===== src/rtl/vcsr_pkg.sv =====
package vcsr_pkg;
  localparam int DW  = 32;
  localparam int CW  = 8;
  localparam int EW  = 16;
  // word addresses
  localparam int A_CTRL = 0;
  localparam int A_STAT = 1;
  // control bit positions
  localparam int B_RUN  = 0;
  localparam int B_SRST = 2;
  localparam int B_IEN  = 12;
  localparam int B_FTH  = 16;
  localparam int B_DTH  = 24;
  // error bit classes in the status word
  localparam logic [EW-1:0] ERR_ALL = 16'h8FF0;
  localparam logic [EW-1:0] ERR_RCV = 16'h0990;
  // flag index inside the 3-bit flag vector
  localparam int F_FRM = 0;
  localparam int F_DLY = 1;
  localparam int F_ERR = 2;
endpackage


===== src/rtl/vcsr_ctrl.sv =====
module vcsr_ctrl
  import vcsr_pkg::*;
#(
  parameter int ADDR_W  = 2,
  parameter int RST_CYC = 4
) (
  input  logic              clk,
  input  logic              rst,
  input  logic              wr,
  input  logic [ADDR_W-1:0] addr,
  input  logic [DW-1:0]     wdata,
  output logic [DW-1:0]     ctrl_q,
  output logic              soft_busy,
  output logic              thr_load
);
  localparam int RCW = $clog2(RST_CYC + 1);
  logic [RCW-1:0] rcnt;
  logic           hit;

  assign hit       = wr && (addr == ADDR_W'(A_CTRL));
  assign soft_busy = (rcnt != '0);

  always_ff @(posedge clk) begin
    if (rst) begin
      ctrl_q   <= '0;
      rcnt     <= '0;
      thr_load <= 1'b0;
    end else begin
      thr_load <= 1'b0;
      if (soft_busy) begin
        rcnt   <= rcnt - RCW'(1);
        ctrl_q <= '0;
      end else if (hit) begin
        if (wdata[B_SRST]) begin
          rcnt   <= RCW'(RST_CYC);
          ctrl_q <= '0;
        end else begin
          ctrl_q   <= wdata;
          thr_load <= 1'b1;
        end
      end
    end
  end
endmodule


===== src/rtl/vcsr_cnt.sv =====
module vcsr_cnt
  import vcsr_pkg::*;
(
  input  logic          clk,
  input  logic          srst,
  input  logic          load,
  input  logic [CW-1:0] fthr,
  input  logic [CW-1:0] dthr,
  input  logic          frame,
  input  logic          tick,
  output logic [CW-1:0] fcnt,
  output logic [CW-1:0] dcnt,
  output logic          frm_hit,
  output logic          dly_hit
);
  localparam logic [CW-1:0] ONE  = CW'(1);
  localparam logic [CW-1:0] DMAX = '1;
  logic [CW-1:0] feff;
  logic          live;

  assign feff    = (fthr == '0) ? ONE : fthr;
  assign live    = !srst && !load;
  assign frm_hit = live && frame && (fcnt == ONE);
  assign dly_hit = live && !frame && tick && (dcnt != DMAX) &&
                   (dthr != '0) && ((dcnt + ONE) == dthr);

  always_ff @(posedge clk) begin
    if (srst) begin
      fcnt <= ONE;
      dcnt <= '0;
    end else if (load) begin
      fcnt <= feff;
      dcnt <= '0;
    end else if (frame) begin
      fcnt <= (fcnt == ONE) ? feff : fcnt - ONE;
      dcnt <= '0;
    end else if (tick && dcnt != DMAX) begin
      dcnt <= dcnt + ONE;
    end
  end
endmodule


===== src/rtl/vcsr_stat.sv =====
module vcsr_stat
  import vcsr_pkg::*;
(
  input  logic          clk,
  input  logic          srst,
  input  logic          run,
  input  logic          busy,
  input  logic          w1c,
  input  logic [DW-1:0] wdata,
  input  logic          frm_hit,
  input  logic          dly_hit,
  input  logic [EW-1:0] err_evt,
  input  logic [2:0]    en,
  output logic          halted,
  output logic          idle,
  output logic [2:0]    flags,
  output logic [EW-1:0] errs,
  output logic          irq
);
  logic [2:0] fset;
  logic [2:0] fclr;
  logic       err_new;

  assign err_new = |(err_evt & ERR_ALL);
  assign fset    = {err_new, dly_hit, frm_hit};
  assign fclr    = w1c ? wdata[B_IEN +: 3] : 3'b000;

  generate
    for (genvar i = 0; i < EW; i++) begin : g_err
      if (ERR_ALL[i]) begin : g_lat
        logic clr;
        assign clr = ERR_RCV[i] && w1c && wdata[i];
        always_ff @(posedge clk) begin
          if (srst)            errs[i] <= 1'b0;
          else if (err_evt[i]) errs[i] <= 1'b1;
          else if (clr)        errs[i] <= 1'b0;
        end
      end else begin : g_zero
        assign errs[i] = 1'b0;
      end
    end
  endgenerate

  always_ff @(posedge clk) begin
    if (srst) begin
      flags  <= '0;
      halted <= 1'b1;
      idle   <= 1'b0;
      irq    <= 1'b0;
    end else begin
      flags  <= fset | (flags & ~fclr);
      halted <= !run;
      idle   <= run && !busy;
      irq    <= |(flags & en);
    end
  end
endmodule


===== src/rtl/vcsr_top.sv =====
module vcsr_top
  import vcsr_pkg::*;
#(
  parameter int ADDR_W  = 2,
  parameter int RST_CYC = 4
) (
  input  logic              clk,
  input  logic              rst,
  input  logic              bus_wr,
  input  logic              bus_rd,
  input  logic [ADDR_W-1:0] bus_addr,
  input  logic [31:0]       bus_wdata,
  output logic [31:0]       bus_rdata,
  input  logic              frame_done,
  input  logic              dly_tick,
  input  logic [15:0]       err_evt,
  input  logic              busy,
  output logic [31:0]       ctrl_word,
  output logic              irq
);
  logic          soft_busy, thr_load, srst;
  logic [CW-1:0] fcnt, dcnt;
  logic          frm_hit, dly_hit, halted, idle, w1c;
  logic [2:0]    flags;
  logic [EW-1:0] errs;
  logic [DW-1:0] ctrl_rd, status_w;

  vcsr_ctrl #(.ADDR_W(ADDR_W), .RST_CYC(RST_CYC)) u_ctrl (
    .clk(clk), .rst(rst), .wr(bus_wr), .addr(bus_addr), .wdata(bus_wdata),
    .ctrl_q(ctrl_word), .soft_busy(soft_busy), .thr_load(thr_load)
  );

  assign srst = rst || soft_busy;
  assign w1c  = bus_wr && (bus_addr == ADDR_W'(A_STAT));

  vcsr_cnt u_cnt (
    .clk(clk), .srst(srst), .load(thr_load),
    .fthr(ctrl_word[B_FTH +: CW]), .dthr(ctrl_word[B_DTH +: CW]),
    .frame(frame_done), .tick(dly_tick),
    .fcnt(fcnt), .dcnt(dcnt), .frm_hit(frm_hit), .dly_hit(dly_hit)
  );

  vcsr_stat u_stat (
    .clk(clk), .srst(srst), .run(ctrl_word[B_RUN]), .busy(busy),
    .w1c(w1c), .wdata(bus_wdata), .frm_hit(frm_hit), .dly_hit(dly_hit),
    .err_evt(err_evt), .en(ctrl_word[B_IEN +: 3]),
    .halted(halted), .idle(idle), .flags(flags), .errs(errs), .irq(irq)
  );

  always_comb begin
    ctrl_rd         = ctrl_word;
    ctrl_rd[B_SRST] = soft_busy;
    status_w        = {dcnt, fcnt, errs[15], flags, errs[11:2], idle, halted};
  end

  always_ff @(posedge clk) begin
    if (rst) begin
      bus_rdata <= '0;
    end else if (bus_rd) begin
      if (bus_addr == ADDR_W'(A_CTRL))      bus_rdata <= ctrl_rd;
      else if (bus_addr == ADDR_W'(A_STAT)) bus_rdata <= status_w;
      else                                  bus_rdata <= '0;
    end
  end
endmodule


===== config.mk =====
export PLATFORM = sky130hd
export DESIGN_NAME = vcsr_top
export DESIGN_NICKNAME = d
export VERILOG_FILES = /design/src/rtl/vcsr_pkg.sv /design/src/rtl/vcsr_ctrl.sv /design/src/rtl/vcsr_cnt.sv /design/src/rtl/vcsr_stat.sv /design/src/rtl/vcsr_top.sv
export SDC_FILE = /design/constraint.sdc
export NUM_CORES = 1
export LEC_CHECK = 0
export ABC_AREA = 0
export BUFFER_PORTS_ARGS = -buffer_cell sky130_fd_sc_hd__buf_2
export CAP_MARGIN = 10
export CORE_ASPECT_RATIO = 0.9
export CORE_MARGIN = 3
export CORE_UTILIZATION = 55
export DETAILED_ROUTE_END_ITERATION = 8
export PLACE_DENSITY = 0.84
export SYNTH_ARGS = -nofsm -noshare
export SYNTH_HDL_FRONTEND = slang
export SYNTH_SLANG_ARGS = --single-unit

===== constraint.sdc =====
create_clock -name clk -period 3.25 [get_ports clk]
set_clock_uncertainty 0.1 [all_clocks]
set_input_delay 0.4875 -clock clk [delete_from_list [all_inputs] [get_ports clk]]
set_output_delay 0.4875 -clock clk [all_outputs]
set_load 0.03 [all_outputs]

### Word level (Yosys, flattened, before mapping)

Cells that the tools add are included.

* bits in read-only memories: 0
* output and inout bits: 65
* latch bits: 0
* memories: 0
* input port bits: 57
* RAM bits: 0
* bits in registers: 99

* mux-type cells: 20
* reductions and logical operators: 39
* $add $sub $neg: 3
* eq/ne operators: 4
* shift-type cells: 0
* $mul: 0
* magnitude comparators: 0
* bitwise gates (word level): 5
* divide/modulo/power cells: 0

Operators with widths (count)
* 32-bit two-way mux: 3
* 8-bit two-way mux: 4
* 1-bit logical AND: 16
* 2-bit nonzero test: 7
* 3-bit two-way mux: 4
* 1-bit two-way mux: 9
* 3-bit OR reduction: 3
* 9-bit OR reduction: 1
* 8-bit by 1-bit adder with 8-bit output (second input constant): 1
* 8-bit by 1-bit equality test with 1-bit output (second input constant): 1
* 8-bit equality test: 1
* 8-bit zero test: 1
* 8-bit inequality test (second input constant): 1
* 8-bit nonzero test: 1
* 8-bit by 1-bit subtractor with 8-bit output (second input constant): 1
* 3-bit bitwise AND: 2
* 1-bit zero test: 5
* 3-bit inverter: 1
* 3-bit bitwise OR: 1
* 3-bit nonzero test: 1
* 3-bit by 1-bit subtractor with 3-bit output (second input constant): 1
* 2-bit by 1-bit equality test with 1-bit output (second input constant): 1
* 2-bit zero test: 1
* 2-bit AND reduction: 1
* other kinds (3): 3

### Depth between registers and ports, before layout

* depth after elaboration: 10
* mapped depth: 7

### Hierarchy

Synthesis repeated with hierarchy kept, for this count alone.

* cell total of the unflattened synthesis: 468
* area, all modules: 4558.1 µm²

Modules (own cells, without submodules)
* vcsr_ctrl: area each 1492.7 µm², instances 1, cells an instance 157, sequential area each 700.7 µm²
* vcsr_top: area each 1338.8 µm², instances 1, cells an instance 111, sequential area each 640.6 µm²
* vcsr_cnt: area each 1164.9 µm², instances 1, cells an instance 145, sequential area each 320.3 µm²
* vcsr_stat: area each 561.8 µm², instances 1, cells an instance 55, sequential area each 300.3 µm²

### Least setup slack after synthesis

No wires, ideal clock.

* path kind: input port to flip-flop
* from: input rst
* to: register u_stat.flags[1]
* path buffers: 2
* slack: 973 ps
* library setup time: 87 ps
* stages on the path: 7
* data required time: 3063 ps
* data arrival time: 2090 ps
* path through: clkbuf_1 -> or4_1 -> or3_1 -> buf_2 -> nor4_2 -> nand4_1 -> o31ai_1

* cells in the longest elaborated chain, start to end: 9

Ends and longest elaborated chain
* from (decl): RTL line vcsr_top.sv:8 `input logic rst,`
* 1-bit logical OR *: RTL line vcsr_top.sv:33 `assign srst = rst || soft_busy;`
* 1-bit zero test: RTL line vcsr_cnt.sv:22 `assign live = !srst && !load;`
* 1-bit logical AND: RTL line vcsr_cnt.sv:22
* 1-bit logical AND (4 in a row): RTL line vcsr_cnt.sv:24 `assign dly_hit = live && !frame && tick && (dcnt != DMAX) &&`
* 1-bit logical AND: RTL line vcsr_cnt.sv:25 `(dthr != '0) && ((dcnt + ONE) == dthr);`
* 3-bit bitwise OR: RTL line vcsr_stat.sv:51 `flags <= fset | (flags & ~fclr);`
* to (signal assigned): RTL line vcsr_stat.sv:51
* to (decl): RTL line vcsr_stat.sv:16 `output logic [2:0] flags,`

Mark *: on every way between the ends. The rest lies on a longest branch, timed or not.
A chain may end at the register's enable or synchronous reset.

### Worst setup path in the final report

* from: register u_ctrl.rcnt[0]
* to: register u_stat.flags[1]

* cells in the longest elaborated chain, start to end: 10

Ends and longest elaborated chain
* from (decl): RTL line vcsr_ctrl.sv:17 `logic [RCW-1:0] rcnt;`
* from (signal assigned): RTL line vcsr_ctrl.sv:31 `rcnt <= rcnt - RCW'(1);`
* from (signal assigned): RTL line vcsr_ctrl.sv:35 `rcnt <= RCW'(RST_CYC);`
* 3-bit nonzero test *: RTL line vcsr_ctrl.sv:21 `assign soft_busy = (rcnt != '0);`
* 1-bit logical OR *: RTL line vcsr_top.sv:33
* 1-bit zero test: RTL line vcsr_cnt.sv:22
* 1-bit logical AND: RTL line vcsr_cnt.sv:22
* 1-bit logical AND (4 in a row): RTL line vcsr_cnt.sv:24
* 1-bit logical AND: RTL line vcsr_cnt.sv:25
* 3-bit bitwise OR: RTL line vcsr_stat.sv:51

Marked as above.

==> flow_summary_export.csv <==
group,metric,value,unit
power_and_ir_drop,p_leak,2.22,nW
clock_network,post-cts-setup-buffers,0,
power_and_ir_drop,total_switching_power,0.000665,W
yosys,post_synth_most_frequent_cells,"dfxtp_1, nor2_1, a21oi_1",
critical_path,timing.setup.critical_path_class,"flop to flop",
critical_path,critical_path.endpoint,"u_stat.flags[1]$_SDFF_PP0_",
critical_path,crit_path_cell_trace,"or4_1 > or3_1 > nor4_2 > nand4_1 > o31ai_1",
die,coreArea,7220,um2
clock_network,clock_sinks,98,
critical_path,critical-path-slowest-cell,"or4_1",
yosys,yosysMostFrequentCell,"dfxtp_1",
critical_path,timing.critical_path.from,"u_ctrl.rcnt[0]$_SDFFE_PP0P_",
yosys,post-synth-top-area-cell,"dfxtp_1",
routing,met3_length,890,um
sta,timing.final.hold_violations,0,
global_route,grt_start_max_net_pins,37,
clock_network,tritoncts,"done",
die,chipHeight,88.8,um
critical_path,critical_path.startpoint_type,"flop",
critical_path,timing.critical_path.required,3.42,ns
yosys,synth-simple-area-share,19.9,%
clock_network,clk_pin_slew_worst_paths,0.08,ns
yosys,most_used_flip_flop_cell_after_synthesis,"dfxtp_1",
yosys,distinct_cells_synth,44,
yosys,ys_warn_count,0,
die,io-pin-count,122,
hold_path,min_path_type,"input pin to flop",
yosys,mappedNetlistArea,4190,um2
place,io_buffer_count,113,
critical_path,cp_top_family,"simple AND/OR/NAND/NOR gates",
global_route,grt.total_usage,24.8,%
cells_and_area,insertedDiodeCount,0,
clock_network,post_cts_hold_buffer_count,0,
sta,tns,0,ns
clock_network,clock_tree.htree_level_count,3,
run,maxCapViolCount,0,
die,fp-row-count,29,
routing,detail_route.wl_per_cell,16.0,um
critical_path,crit_cells,5,
yosys,syn-num-nets,524,
yosys,synth.mux.area_fraction,9.06,%
yosys,post_synth_fa_ha_maj_area_fraction,0.897,%
yosys,syn_inst,464,
critical_path,regToRegSetupSlack,0.98,ns
place,dpl-instance-area,4810,um2
yosys,synth_area_leaders,"dfxtp_1, mux2_2, a22o_1",
place,post-dp-hpwl,7330,um
sta,unrepaired_setup_endpoints_after_global_routing,"no",
global_route,first_global_vias,3678,
sta,slew-limit-headroom,52.0,%
clock_network,root_buffer,"clkbuf_8",
critical_path,count_of_buffer_and_inverter_cells_on_the_critical_path,0,
power_and_ir_drop,power.share.switching,28.6,%
global_route,wire_length_of_the_first_global_routing_pass,17600,um
power_and_ir_drop,p_clk_share,29.5,%
routing,detail_route.drc_violations,0,
critical_path,wp_data_arrival,2.45,ns
sta,timing.fmax,440,MHz
yosys,synth.ff_latch_count,98,
clock_network,cts-resized-gates,0,
critical_path,r2r-start,"u_ctrl.rcnt[0]$_SDFFE_PP0P_",
routing,dr.pass1.iters,4,
global_route,grt_antenna_before_repair,0,
sta,final_max_slew_viol_count,0,
outcome,run_status,"completed",
routing,drt-met1-wl,4570,um
cells_and_area,area_of_all_placed_cells_without_fillers,4970,um2
yosys,synth_top_family_by_area,"simple AND/OR/NAND/NOR gates",
sta,tightestPinTransition,0.720,ns
power_and_ir_drop,power_frac_seq,55.4,%
sta,timing.final.crit_share,69.9,%
critical_path,rr_endpoint,"u_stat.flags[1]$_SDFF_PP0_",
yosys,synthArstFlopShare,0,%
routing,drt-total-wl,10600,um
clock_network,clk_path_buf_depth,2,
power_and_ir_drop,worst_ir_drop_vdd,0.294,mV
sta,final_period_minus_worst_setup_slack,2.27,ns
die,die-area,8690,um2
cells_and_area,nets,625,
yosys,avgSynthCellArea,9.02,um2
routing,drt_iter0_drc,142,
power_and_ir_drop,pwr_density_cell,468,nW/um2
power_and_ir_drop,comb_power_share,15.1,%
die,floorplan.initialDensity,58.0,%
routing,vias,3800,
place,gp_congestion,0.891,
clock_network,cts_inserted_buffers,9,
power_and_ir_drop,power_report.internal_total,0.00166,W
routing,routed-wl-met2,5060,um
yosys,post_synth_xor_area_fraction,2.30,%
die,die_width,98.0,um
global_route,grt.overflow.total,0,
critical_path,worst-r2r-cell-count,5,
clock_network,insertion_delay_to_the_later_sink_of_the_worst_skew_pair,0.36,ns
cells_and_area,area_growth_syn_to_layout,18.9,%
cells_and_area,drive_gt1_share,30.4,%
yosys,count_of_flip_flops_with_a_built_in_enable_after_synthesis,0,
critical_path,critical_path.endpoint_type,"flop",
critical_path,worst_path_largest_cell_delay,0.55,ns
yosys,yosys.area.top_type_share,46.9,%
sta,finalSetupViolCount,0,
critical_path,crit_path_max_fanout,9,
routing,antenna_violating_nets_post_route,0,
routing,highest-signal-layer,"met4",
routing,vias_per_cell,5.73,
yosys,area_fraction_in_compound_gates_after_synthesis,17.2,%
yosys,sequential_share_of_the_synthesized_area,46.9,%
==> power groups by stage <==
stage               logic [W]  registers [W]  clock network, W
finish               0.000351        0.00129          0.000686
global route         0.000386        0.00130          0.000744
CTS                  0.000350        0.00129          0.000705
detailed placement   0.000349        0.00132                 0
global placement     0.000339        0.00131                 0
floorplan            0.000222        0.00133                 0
==> area by class of cell <==
cell class / count / area [um2]
fill: 604 / 2250
sequential: 98 / 1960
timing repair buffer: 122 / 633
inverter: 6 / 22.5
clock buffer: 11 / 131
clock inverter: 5 / 31.3
multi-input combinational: 328 / 2080
tap: 93 / 116
==> worst reg2reg max path, stage by stage, from the launching register on <==
cell	delay (ns)
dfxtp_1	0.36
or4_1	0.55
or3_1	0.50
nor4_2	0.32
nand4_1	0.12
o31ai_1	0.24
==> logic make-up (layout without fill, tap and decap cells) <==
family	Yosys count	in the layout
xor+xnor	11	11
compound gates	111	111
mux	34	34
fa+ha+maj	3	3
simple gates	168	168
other cells	1	1
buf+inv	38	144
flops	98	98
==> metrics by stage <==
step	util, %	cells	total power (W)	hold slack (ns)	setup WS [ns]
finish	68.9	663	0.00233	0.181	0.977
global route	68.9	663	0.00243	0.179	0.774
global placement	66.6	647	0.00165	0.349	0.907
floorplan	-	464	0.00155	0.304	0.973
detailed placement	66.6	647	0.00166	0.358	0.846
CTS	68.9	663	0.00234	0.168	0.971
==> metal layers <==
| metal | global-route usage, % | up-vias |
|---|---|---|
| li1 | - | 1847 |
| met1 | 30.7 | 1793 |
| met2 | 43.0 | 148 |
| met3 | 6.38 | 12 |
| met4 | 7.80 | 0 |
| met5 | 0 | - |
==> sequential cells by signal (all words and copies together) (netlist names), 3 cells and up <==
register       flops
u_stat.errs        9
u_cnt.dcnt         8
u_cnt.fcnt         8
u_ctrl.ctrl_q     31
bus_rdata         32
u_ctrl.rcnt        3
u_stat.flags       3
==> worst min path at each step <==
stage / slack [ns] / from / endpoint / depth (start not counted)
global placement: 0.35 / u_stat.errs[6]$_SDFFE_PP0P_ / u_stat.errs[6]$_SDFFE_PP0P_ / 2
global route: 0.18 / busy / u_stat.idle$_SDFF_PP0_ / 2
floorplan: 0.30 / u_ctrl.ctrl_q[0]$_SDFFE_PP0P_ / u_stat.halted$_SDFF_PP1_ / 1
CTS: 0.17 / busy / u_stat.idle$_SDFF_PP0_ / 2
detailed placement: 0.36 / u_stat.errs[6]$_SDFFE_PP0P_ / u_stat.errs[6]$_SDFFE_PP0P_ / 2
finish: 0.18 / busy / u_stat.idle$_SDFF_PP0_ / 2
==> layout by cell type, fill, tap and decap left out, drive strengths merged, types with 2 or more instances in the layout <==
master | Yosys | final
nor2b | 34 | 34
mux2i | 3 | 3
buf | 4 | 122
clkinv | 0 | 4
xnor2 | 5 | 5
nor3 | 10 | 10
a22oi | 2 | 2
nor2 | 61 | 61
nand4 | 4 | 4
a31oi | 6 | 6
nor3b | 2 | 2
clkbuf | 28 | 11
or3 | 5 | 5
or4 | 3 | 3
o21ai | 11 | 11
o31ai | 2 | 2
a211oi | 2 | 2
inv | 6 | 6
ha | 3 | 3
a22o | 30 | 30
mux2 | 31 | 31
xor2 | 6 | 6
nand2 | 23 | 23
a21oi | 49 | 49
nand3 | 12 | 12
dfxtp | 98 | 98
nor4 | 8 | 8
No activity file was read; power rests on OpenSTA's default activity.
